--- config.mk ---
export PLATFORM = sky130hd
export DESIGN_NAME = frac_baud_gen
export DESIGN_NICKNAME = d
export VERILOG_FILES = /design/src/rtl/frac_baud_gen.sv
export SDC_FILE = /design/constraint.sdc
export NUM_CORES = 1
export LEC_CHECK = 0
export CELL_PAD_IN_SITES_DETAIL_PLACEMENT = 1
export CELL_PAD_IN_SITES_GLOBAL_PLACEMENT = 1
export CORE_MARGIN = 2
export CORE_UTILIZATION = 45
export CTS_BUF_LIST = sky130_fd_sc_hd__clkbuf_2
export DETAILED_ROUTE_END_ITERATION = 8
export PLACE_DENSITY_LB_ADDON = 0.12
export SLEW_MARGIN = 15
export SYNTH_ARGS = -nofsm -noshare
export SYNTH_HDL_FRONTEND = slang
export SYNTH_SLANG_ARGS = --single-unit
export TNS_END_PERCENT = 5
--- constraint.sdc ---
create_clock -name clk -period 3.2 [get_ports clk]
set_clock_uncertainty 0.15 [all_clocks]
set_input_delay 0.64 -clock clk [delete_from_list [all_inputs] [get_ports clk]]
set_output_delay 0.64 -clock clk [all_outputs]
set_load 0.02 [all_outputs]
--- src/rtl/frac_baud_gen.sv ---
module frac_baud_gen #(
  parameter int INT_W     = 16,
  parameter int FRAC_W    = 6,
  parameter int LC_W      = 8,
  parameter int OVS       = 16,
  parameter int AW        = 2,
  parameter int DW        = 16,
  parameter int ADDR_INT  = 0,
  parameter int ADDR_FRAC = 1,
  parameter int ADDR_LC   = 2
) (
  input  logic            clk,
  input  logic            rst,
  input  logic            wr_en,
  input  logic [AW-1:0]   wr_addr,
  input  logic [DW-1:0]   wr_data,
  output logic            baud16_tick,
  output logic            bit_tick,
  output logic [LC_W-1:0] line_ctrl
);
  localparam int SUB_W = (OVS > 1) ? $clog2(OVS) : 1;
  localparam logic [SUB_W-1:0] SUB_LAST = SUB_W'(OVS - 1);

  logic [INT_W-1:0]  pend_int, act_int, cnt;
  logic [FRAC_W-1:0] pend_frac, act_frac, acc;
  logic [SUB_W-1:0]  sub;
  logic [FRAC_W:0]   acc_sum;
  logic              commit, valid;

  assign commit      = wr_en && (wr_addr == AW'(ADDR_LC));
  assign valid       = act_int > INT_W'(1);
  assign acc_sum     = {1'b0, acc} + {1'b0, act_frac};
  assign baud16_tick = valid && (cnt == '0);
  assign bit_tick    = baud16_tick && (sub == SUB_LAST);

  always_ff @(posedge clk) begin
    if (rst) begin
      pend_int  <= '0;
      pend_frac <= '0;
      act_int   <= '0;
      act_frac  <= '0;
      line_ctrl <= '0;
      cnt       <= '0;
      acc       <= '0;
      sub       <= '0;
    end else begin
      if (wr_en && wr_addr == AW'(ADDR_INT))  pend_int  <= wr_data[INT_W-1:0];
      if (wr_en && wr_addr == AW'(ADDR_FRAC)) pend_frac <= wr_data[FRAC_W-1:0];
      if (commit) begin
        act_int   <= pend_int;
        act_frac  <= pend_frac;
        line_ctrl <= wr_data[LC_W-1:0];
        cnt       <= pend_int - INT_W'(1);
        acc       <= '0;
        sub       <= '0;
      end else if (baud16_tick) begin
        acc <= acc_sum[FRAC_W-1:0];
        cnt <= act_int - INT_W'(1) + INT_W'(acc_sum[FRAC_W]);
        sub <= (sub == SUB_LAST) ? '0 : sub + SUB_W'(1);
      end else if (valid) begin
        cnt <= cnt - INT_W'(1);
      end
    end
  end
endmodule

==> key figures, run 1 <==
Setup path
  • Crit. End Element: flip-flop
  • CP max stage delay: 550 ps
  • CP startpoint kind: flip-flop
  • CP endpoint: cnt[12]$_SDFFE_PP0P_
  • Worst r2r src: act_frac[0]$_SDFFE_PP0P_
  • Slowest CP cell: or4_4
  • Reg2reg end: cnt[12]$_SDFFE_PP0P_
  • Reg2Reg Depth: 15
  • Crit-path cells: ha_4 > inv_2 > fa_2 > nor2b_1 > o21ai_1 > nand2b_1 > a21o_1 > a21oi_2 > ha_2 > ha_4 > nand4b_1 > or4_4 > xnor2_2 > o21ai_1 > a311oi_1
  • Worst Setup SP: act_frac[0]$_SDFFE_PP0P_
  • Arrival time at the worst endpoint: 3490 ps
  • Crit Path Class: flip-flop to flip-flop
  • Flop-to-flop setup slack: 5 ps
  • Crit path max fanout: 3
  • Worst EP required: 3490 ps

Logic synthesis
  • Synth top area cells: dfxtp_1, nand2_1, a21oi_1, xnor2_1, xor2_1
  • Synth top cells by count: nand2_1, dfxtp_1, a21oi_1, nor2_1, xnor2_1
  • Synth Flop Type: dfxtp_1
  • Syn Area/Cell: 8.02 µm²
  • XOR/XNOR Fraction of Synth Area: 8.32%
  • Post-synth EDFFs: 0
  • Simple-Gate Fraction of Synth Area: 27.7%
  • Cells after Synth: 512
  • Area leader, netlist: dfxtp_1
  • Synthesis warning total: 0
  • Mux contribution to synthesized area: 1.98%
  • Combinational family with the most area after synthesis: simple AND/OR/NAND/NOR gates
  • Synthesized cell area: 4110 µm²
  • Area fraction of the dominant cell type after synthesis: 38.0%
  • Most frequent cell after synthesis: nand2_1
  • Area fraction in compound gates after synthesis: 16.2%
  • Synthesized Nets: 545
  • Post-synthesis adder-cell area fraction: 3.84%
  • FFs w/ async S/R, synth: 0%
  • Seq/Total Area, Yosys: 38.0%
  • Count of different cell masters after synthesis: 61
  • Synth Register Bits: 78

Cells and area
  • Antenna diode count: 0
  • Share of layout cells above drive strength 1: 17.5%
  • Storage cell area: 1580 µm²
  • Final net count: 589
  • Filler Cell Count: 1082
  • Multi-input combinational cell area: 2490 µm²
  • Area Growth Syn to Fin: 17.7%
  • Fin cells: 669
  • Post-layout util: 54.9%

STA
  • Tcrit/Tclk final: 99.8%
  • Relative slew slack: 51.6%
  • Max Slew Vio Count: 0
  • Final Hold Viols: 0
  • Worst Tran Pin Value: 720 ps
  • Fmax: 313 MHz
  • Fin crit period: 3190 ps
  • RSZ-0062 raised after global routing: yes
  • Setup Viol. Count Final: 0
  • Fin worst setup slack: 5.48 ps
  • Setup TNS: 0 ps

Die
  • Ports: 31
  • Die area: 9910 µm²
  • Initial Util: 46.6%
  • Core area: 8810 µm²
  • Die Y: 99.5 µm
  • Rows: 34
  • Die X: 99.5 µm

Placed design
  • DP Cell Count: 644
  • Post-Place Worst Slack: -34.5 ps
  • Placer Congestion: 0.816
  • Dpl hpwl: 8.54 mm
  • PortBufs: 30

GRT
  • Largest net degree at the start of global routing: 66
  • Initial antenna violation count: 0
  • First-pass GRT wire length: 19.7 mm
  • Vias in the first global route: 3934
  • Global route overflow: 0
  • Gr usage total: 25.0%

Clock tree
  • Sink Count: 78
  • CTS Buffer Depth: 2
  • CTS tree: done
  • Clock root buffer: clkbuf_2
  • Clk pin slew, worst setup/hold paths: 240 ps
  • Hold Buf Count CTS: 0
  • CTS HTree Levels: 3
  • Num CTS Buffers: 9
  • Clock latency on the worst-skew pair: 550 ps

Drt
  • Routed wire length: 11.8 mm
  • Iteration count of the initial detailed-routing pass: 4
  • DRC violation count after routing: 0
  • Vias after detailed routing: 3821
  • Vias per cell: 5.71
  • Iter 0 DRT Violations: 115
  • Average wire per standard cell: 17.6 µm
  • Antenna viol nets, final: 0

Power
  • Leak: 0.00188 µW
  • Total power per unit cell area: 426 nW/µm²
  • IR drop worst, VDD: 0.000182 V

Hold path
  • Hold Path Class: input port to flip-flop

Status
  • Status: completed

Run
  • Max Cap Viol: 0
state kept, by name (all words and copies together), names as in the netlist:
name       count
act_int       16
cnt           16
pend_int      16
line_ctrl      8
acc            6
act_frac       6
pend_frac      6
sub            4
cells by family (layout without fill, tap and decap cells):
family / Yosys count / count (layout)
XOR/XNOR: 39 / 39
adder cells (fa/ha/maj): 12 / 12
multiplexers: 8 / 8
buffers and inverters: 37 / 86
flip-flops: 78 / 78
AND/OR/NAND/NOR: 230 / 230
AO/OA/AOI/OAI: 108 / 108
critical path, delay by kind of cell, from the launching register on:
family / cells / cell delay, ps
flops: 1 / 390
xor+xnor: 1 / 160
fa+ha+maj: 4 / 740
simple gates: 4 / 820
compound gates: 5 / 770
buf+inv: 1 / 50
worst min-delay path by stage:
stage,start,endpoint,slack [ps],cells past startpoint
after floorplan,pend_frac[0]$_SDFFE_PP0P_,act_frac[0]$_SDFFE_PP0P_,280,2
final,rst,cnt[11]$_SDFFE_PP0P_,300,4
after global placement,acc[5]$_SDFFE_PP0P_,acc[5]$_SDFFE_PP0P_,290,2
after detailed placement,line_ctrl[6]$_SDFFE_PP0P_,line_ctrl[6]$_SDFFE_PP0P_,300,2
after global routing,rst,cnt[11]$_SDFFE_PP0P_,270,4
after CTS,rst,cnt[11]$_SDFFE_PP0P_,260,4
cells in the final DEF, fill, tap and decap left out, types with 3 or more instances in the layout:
cell,netlist,layout
a211oi_1,9,9
a21o_1,3,3
a21oi_1,63,62
a22oi_1,3,3
a311oi_1,3,3
a31oi_1,4,4
buf_2,3,3
buf_4,0,30
clkbuf_2,0,10
clkdlybuf4s50_1,0,27
clkinv_2,0,4
dfxtp_1,78,69
dfxtp_2,0,7
ha_1,11,7
ha_4,0,3
inv_1,10,9
mux2i_1,7,7
nand2_1,121,120
nand2_2,3,4
nand2b_1,4,4
nand3_1,10,10
nor2_1,31,29
nor2_2,4,6
nor3_1,10,9
nor3_2,2,3
nor3b_1,5,4
nor4_1,9,9
nor4_4,2,4
o21ai_1,2,3
o22ai_1,4,4
xnor2_1,23,22
xor2_1,16,16
per-layer routing:
| metal | GRT usage, % | share of wire, % |
|---|---|---|
| met1 | 32.7 | 47 |
| met2 | 41.8 | 48 |
| met3 | 5.06 | 3.4 |
| met4 | 7.59 | 1.6 |
| met5 | 0 | 0 |
layout make-up:
type | count | share of cell area [%]
multi-input combinational | 397 | 51.4
inverter | 10 | 0.776
sequential | 78 | 32.6
timing repair buffer | 60 | 10.6
clock buffer | 10 | 1.04
clock inverter | 6 | 0.776
tap | 108 | 2.80
metrics by stage:
| stage | hold WS [ps] | instance area [µm²] | total power (µW) |
|---|---|---|---|
| after global routing | 270 | 4830 | 2170 |
| after global placement | 293 | 4570 | 1560 |
| after CTS | 263 | 4730 | 2060 |
| after detailed placement | 297 | 4570 | 1580 |
| after floorplan | 282 | 4110 | 1410 |
| final | 297 | 4830 | 2060 |
timing repair:
action	4_1_cts	5_1_grt
setup buffers	5	4
resized for setup	22	17
hold endpoints to repair	0	0
gates cloned	0	0
endpoints found under the setup margin	4	10
pin swaps	4	10
power by group:
part           total [µW]  internal [µW]  leakage (µW)  switching [µW]
clock network         477            105     0.0000658             373
registers            1060           1010      0.000638            47.5
logic                 524            228       0.00117             296
total                2060           1340       0.00188             716
Note: power is estimated with default switching activity, not from simulation.
==> run 2, diff against run 1 <==
--- a/config.mk
+++ b/config.mk
@@ -12,6 +12,7 @@
 export CTS_BUF_LIST = sky130_fd_sc_hd__clkbuf_2
 export DETAILED_ROUTE_END_ITERATION = 8
 export PLACE_DENSITY_LB_ADDON = 0.12
+export SKIP_CTS_REPAIR_TIMING = 1
 export SLEW_MARGIN = 15
 export SYNTH_ARGS = -nofsm -noshare
 export SYNTH_HDL_FRONTEND = slang
==> run 2 against run 1 <==
Compared with the run above:
- count of clock-buffer cells in the layout unchanged
- the run now ends with setup timing left
- highest routed layer unchanged
- sequential power about the same
- maximum frequency shrank 1.0%
- sequential share of layout area is 0.16 points higher
- largest power group unchanged
- cell area decreased by 0.49%
- critical path depth down 9
- wire length is 1.4% lower
- global-route usage down 0.66 points
- critical path type is now flip-flop to primary output
- register-to-register slack about the same
==> key figures, run 2 (synthesized netlist as in run 1, its figures left out) <==
Status
  • Status: complete, but fails checks
  • Failing checks: setup timing

STA
  • Relative slew slack: 51.7% (about the same)
  • Fmax: 310 MHz (-1.0%)
  • Fin crit period: 3230 ps (+32.2 ps)
  • Worst hold margin: 294 ps (-2.31 ps)
  • Worst Tran Pin Value: 720 ps (-0.713 ps)
  • Fin worst setup slack: -26.7 ps (-32.2 ps)
  • Setup Viol. Count Final: 1 (+1)
  • Max Slew Vio Count: 0 (unchanged)
  • RSZ-0062 raised after global routing: yes
  • Final Hold Viols: 0 (unchanged)
  • Tcrit/Tclk final: 101% (+1.0 points)

Setup path
  • Crit Path Class: flip-flop to primary output
  • Crit. End Element: primary output
  • Crit-path cells: nor4_4 > nand2_2 > or4_4 > and2_1 > and4_1 > clkbuf_2
  • Worst r2r src: act_frac[0]$_SDFFE_PP0P_
  • CP max stage delay: 500 ps (-50 ps)
  • Slowest CP cell: or4_4
  • Flop-to-flop setup slack: 0 ps (about the same)
  • Worst EP required: 2410 ps (-1080 ps)
  • Reg2reg end: cnt[12]$_SDFFE_PP0P_
  • Crit path max fanout: 3 (unchanged)
  • Reg2Reg Depth: 15 (unchanged)
  • Arrival time at the worst endpoint: 2440 ps (-1050 ps)
  • Worst path buffer plus inverter count: 1 (unchanged)
  • CP delay by family, top: simple AND/OR/NAND/NOR gates
  • Instance count on the critical path: 6 (-9)
  • CP startpoint kind: flip-flop

Clock tree
  • CTS Buffer Depth: 2 (unchanged)
  • Sink Count: 78 (unchanged)
  • Num CTS Buffers: 9 (unchanged)
  • CTS HTree Levels: 3 (unchanged)
  • Clock root buffer: clkbuf_2
  • CTS tree: done
  • Clk pin slew, worst setup/hold paths: 220 ps (-20 ps)
  • Clock latency on the worst-skew pair: 550 ps (about the same)

Hold path
  • Hold path depth: 4 (unchanged)
  • HP Start: rst
  • Hold Path Sink: cnt[11]$_SDFFE_PP0P_
  • Hold Path Class: input port to flip-flop

Drt
  • Vias per cell: 5.68 (-0.62%)
  • Routed wire length: 11.6 mm (-1.4%)
  • Iter 0 DRT Violations: 134 (+17%)
  • Average wire per standard cell: 17.4 µm (-1.1%)
  • DRC violation count after routing: 0 (unchanged)
  • Antenna viol nets, final: 0 (unchanged)
  • Iteration count of the initial detailed-routing pass: 4 (unchanged)
  • Vias after detailed routing: 3786 (-0.92%)

Placed design
  • Placer Congestion: 0.816 (unchanged)
  • DP Area: 4570 µm² (unchanged)
  • PortBufs: 30 (unchanged)
  • Dpl hpwl: 8.54 mm (unchanged)

Power
  • Leak: 0.00186 µW (-0.90%)
  • IR drop worst, VDD: 0.000175 V (-3.9%)
  • Total power per unit cell area: 427 nW/µm² (+0.17%)
  • Overall Power: 2050 µW (-0.33%)

Die
  • Die area: 9910 µm² (unchanged)
  • Rows: 34 (unchanged)
  • Die Y: 99.5 µm (unchanged)
  • Ports: 31 (unchanged)
  • Core area: 8810 µm² (unchanged)
  • Die X: 99.5 µm (unchanged)
  • Initial Util: 46.6% (unchanged)

Cells and area
  • Share of layout cells above drive strength 1: 17.0% (-0.47 points)
  • Most common cell after layout, fill and taps aside: nand2_1
  • Final net count: 587 (-0.34%)
  • Most frequent cells in the layout: nand2_1, dfxtp_1, a21oi_1
  • Regs by FF count: act_int: 16 flops, cnt: 16 flops, pend_int: 16 flops
  • Antenna diode count: 0 (unchanged)
  • Area Growth Syn to Fin: 17.1%
  • Fin area: 4810 µm² (-0.49%)

GRT
  • Initial antenna violation count: 0 (unchanged)
  • First-pass GRT wire length: 19.2 mm (-2.5%)
  • Largest net degree at the start of global routing: 66 (unchanged)
  • Global route overflow: 0 (unchanged)
  • Gr usage total: 24.4% (-0.66 points)
  • Vias in the first global route: 3824 (-2.8%)

Run
  • Max Cap Viol: 0 (unchanged)
==> run 2: changes by cell type in the layout (fill, tap and decap cells not counted) <==
cell / change
buf_2: -2
buf_4: -2
clkbuf_2: +2
and2_1: +1
and2_4: -1
nor3b_2: +1
nor3b_4: -1
==> run 2: metrics by stage <==
stage / setup TNS (ps) / utilization (%) / cells / setup WS, ps
after CTS: -1120 / 52.9 / 660 / -517
after global routing: -439 / 54.6 / 667 / -201
after floorplan: 0 / - / 512 / 323
after global placement: 0 / 51.9 / 644 / 103
after detailed placement: -34.5 / 51.9 / 644 / -34.5
final: -26.7 / 54.6 / 667 / -26.7
==> run 2: worst max path at each step <==
| stage | startpoint | end | slack, ps |
|---|---|---|---|
| 3_3_place_gp | act_frac[0]$_SDFFE_PP0P_ | cnt[12]$_SDFFE_PP0P_ | 100 |
| 6_report | act_int[12]$_SDFFE_PP0P_ | bit_tick | -30 |
| 5_1_grt | act_frac[0]$_SDFFE_PP0P_ | cnt[12]$_SDFFE_PP0P_ | -200 |
| 4_1_cts | act_int[9]$_SDFFE_PP0P_ | bit_tick | -520 |
| 2_1_floorplan | act_frac[0]$_SDFFE_PP0P_ | cnt[12]$_SDFFE_PP0P_ | 320 |
| 3_5_place_dp | act_frac[0]$_SDFFE_PP0P_ | cnt[12]$_SDFFE_PP0P_ | -30 |
==> run 2: metal layers <==
metal	vias up	track usage (%)	share of wire (%)
li1	1865	-	-
met1	1858	32.2	47
met2	52	40.5	48
met3	11	4.99	3.8
met4	0	6.85	1.0
met5	-	0	0
==> run 2: tightest hold or removal path: stages <==
cell,delay [ps]
buf_2,100
inv_1,90
o221ai_1,80
a211oi_1,50
==> run 2: area by class of cell <==
class / instances / area [µm²]
Timing Repair Buffer: 58 / 495
Multi-Input combinational cell: 397 / 2480
Clock buffer: 10 / 50.0
Fill cell: 1081 / 4000
Inverter: 10 / 37.5
Tap cell: 108 / 135
Sequential cell: 78 / 1580
Clock inverter: 6 / 37.5
==> run 2: report_power, final <==
part / leakage [µW] / internal [µW] / total (µW) / switching, µW
clock: 0.0000658 / 105 / 476 / 372
sequential: 0.000638 / 1010 / 1060 / 47.4
combinational: 0.00116 / 225 / 518 / 293
total: 0.00186 / 1340 / 2050 / 712
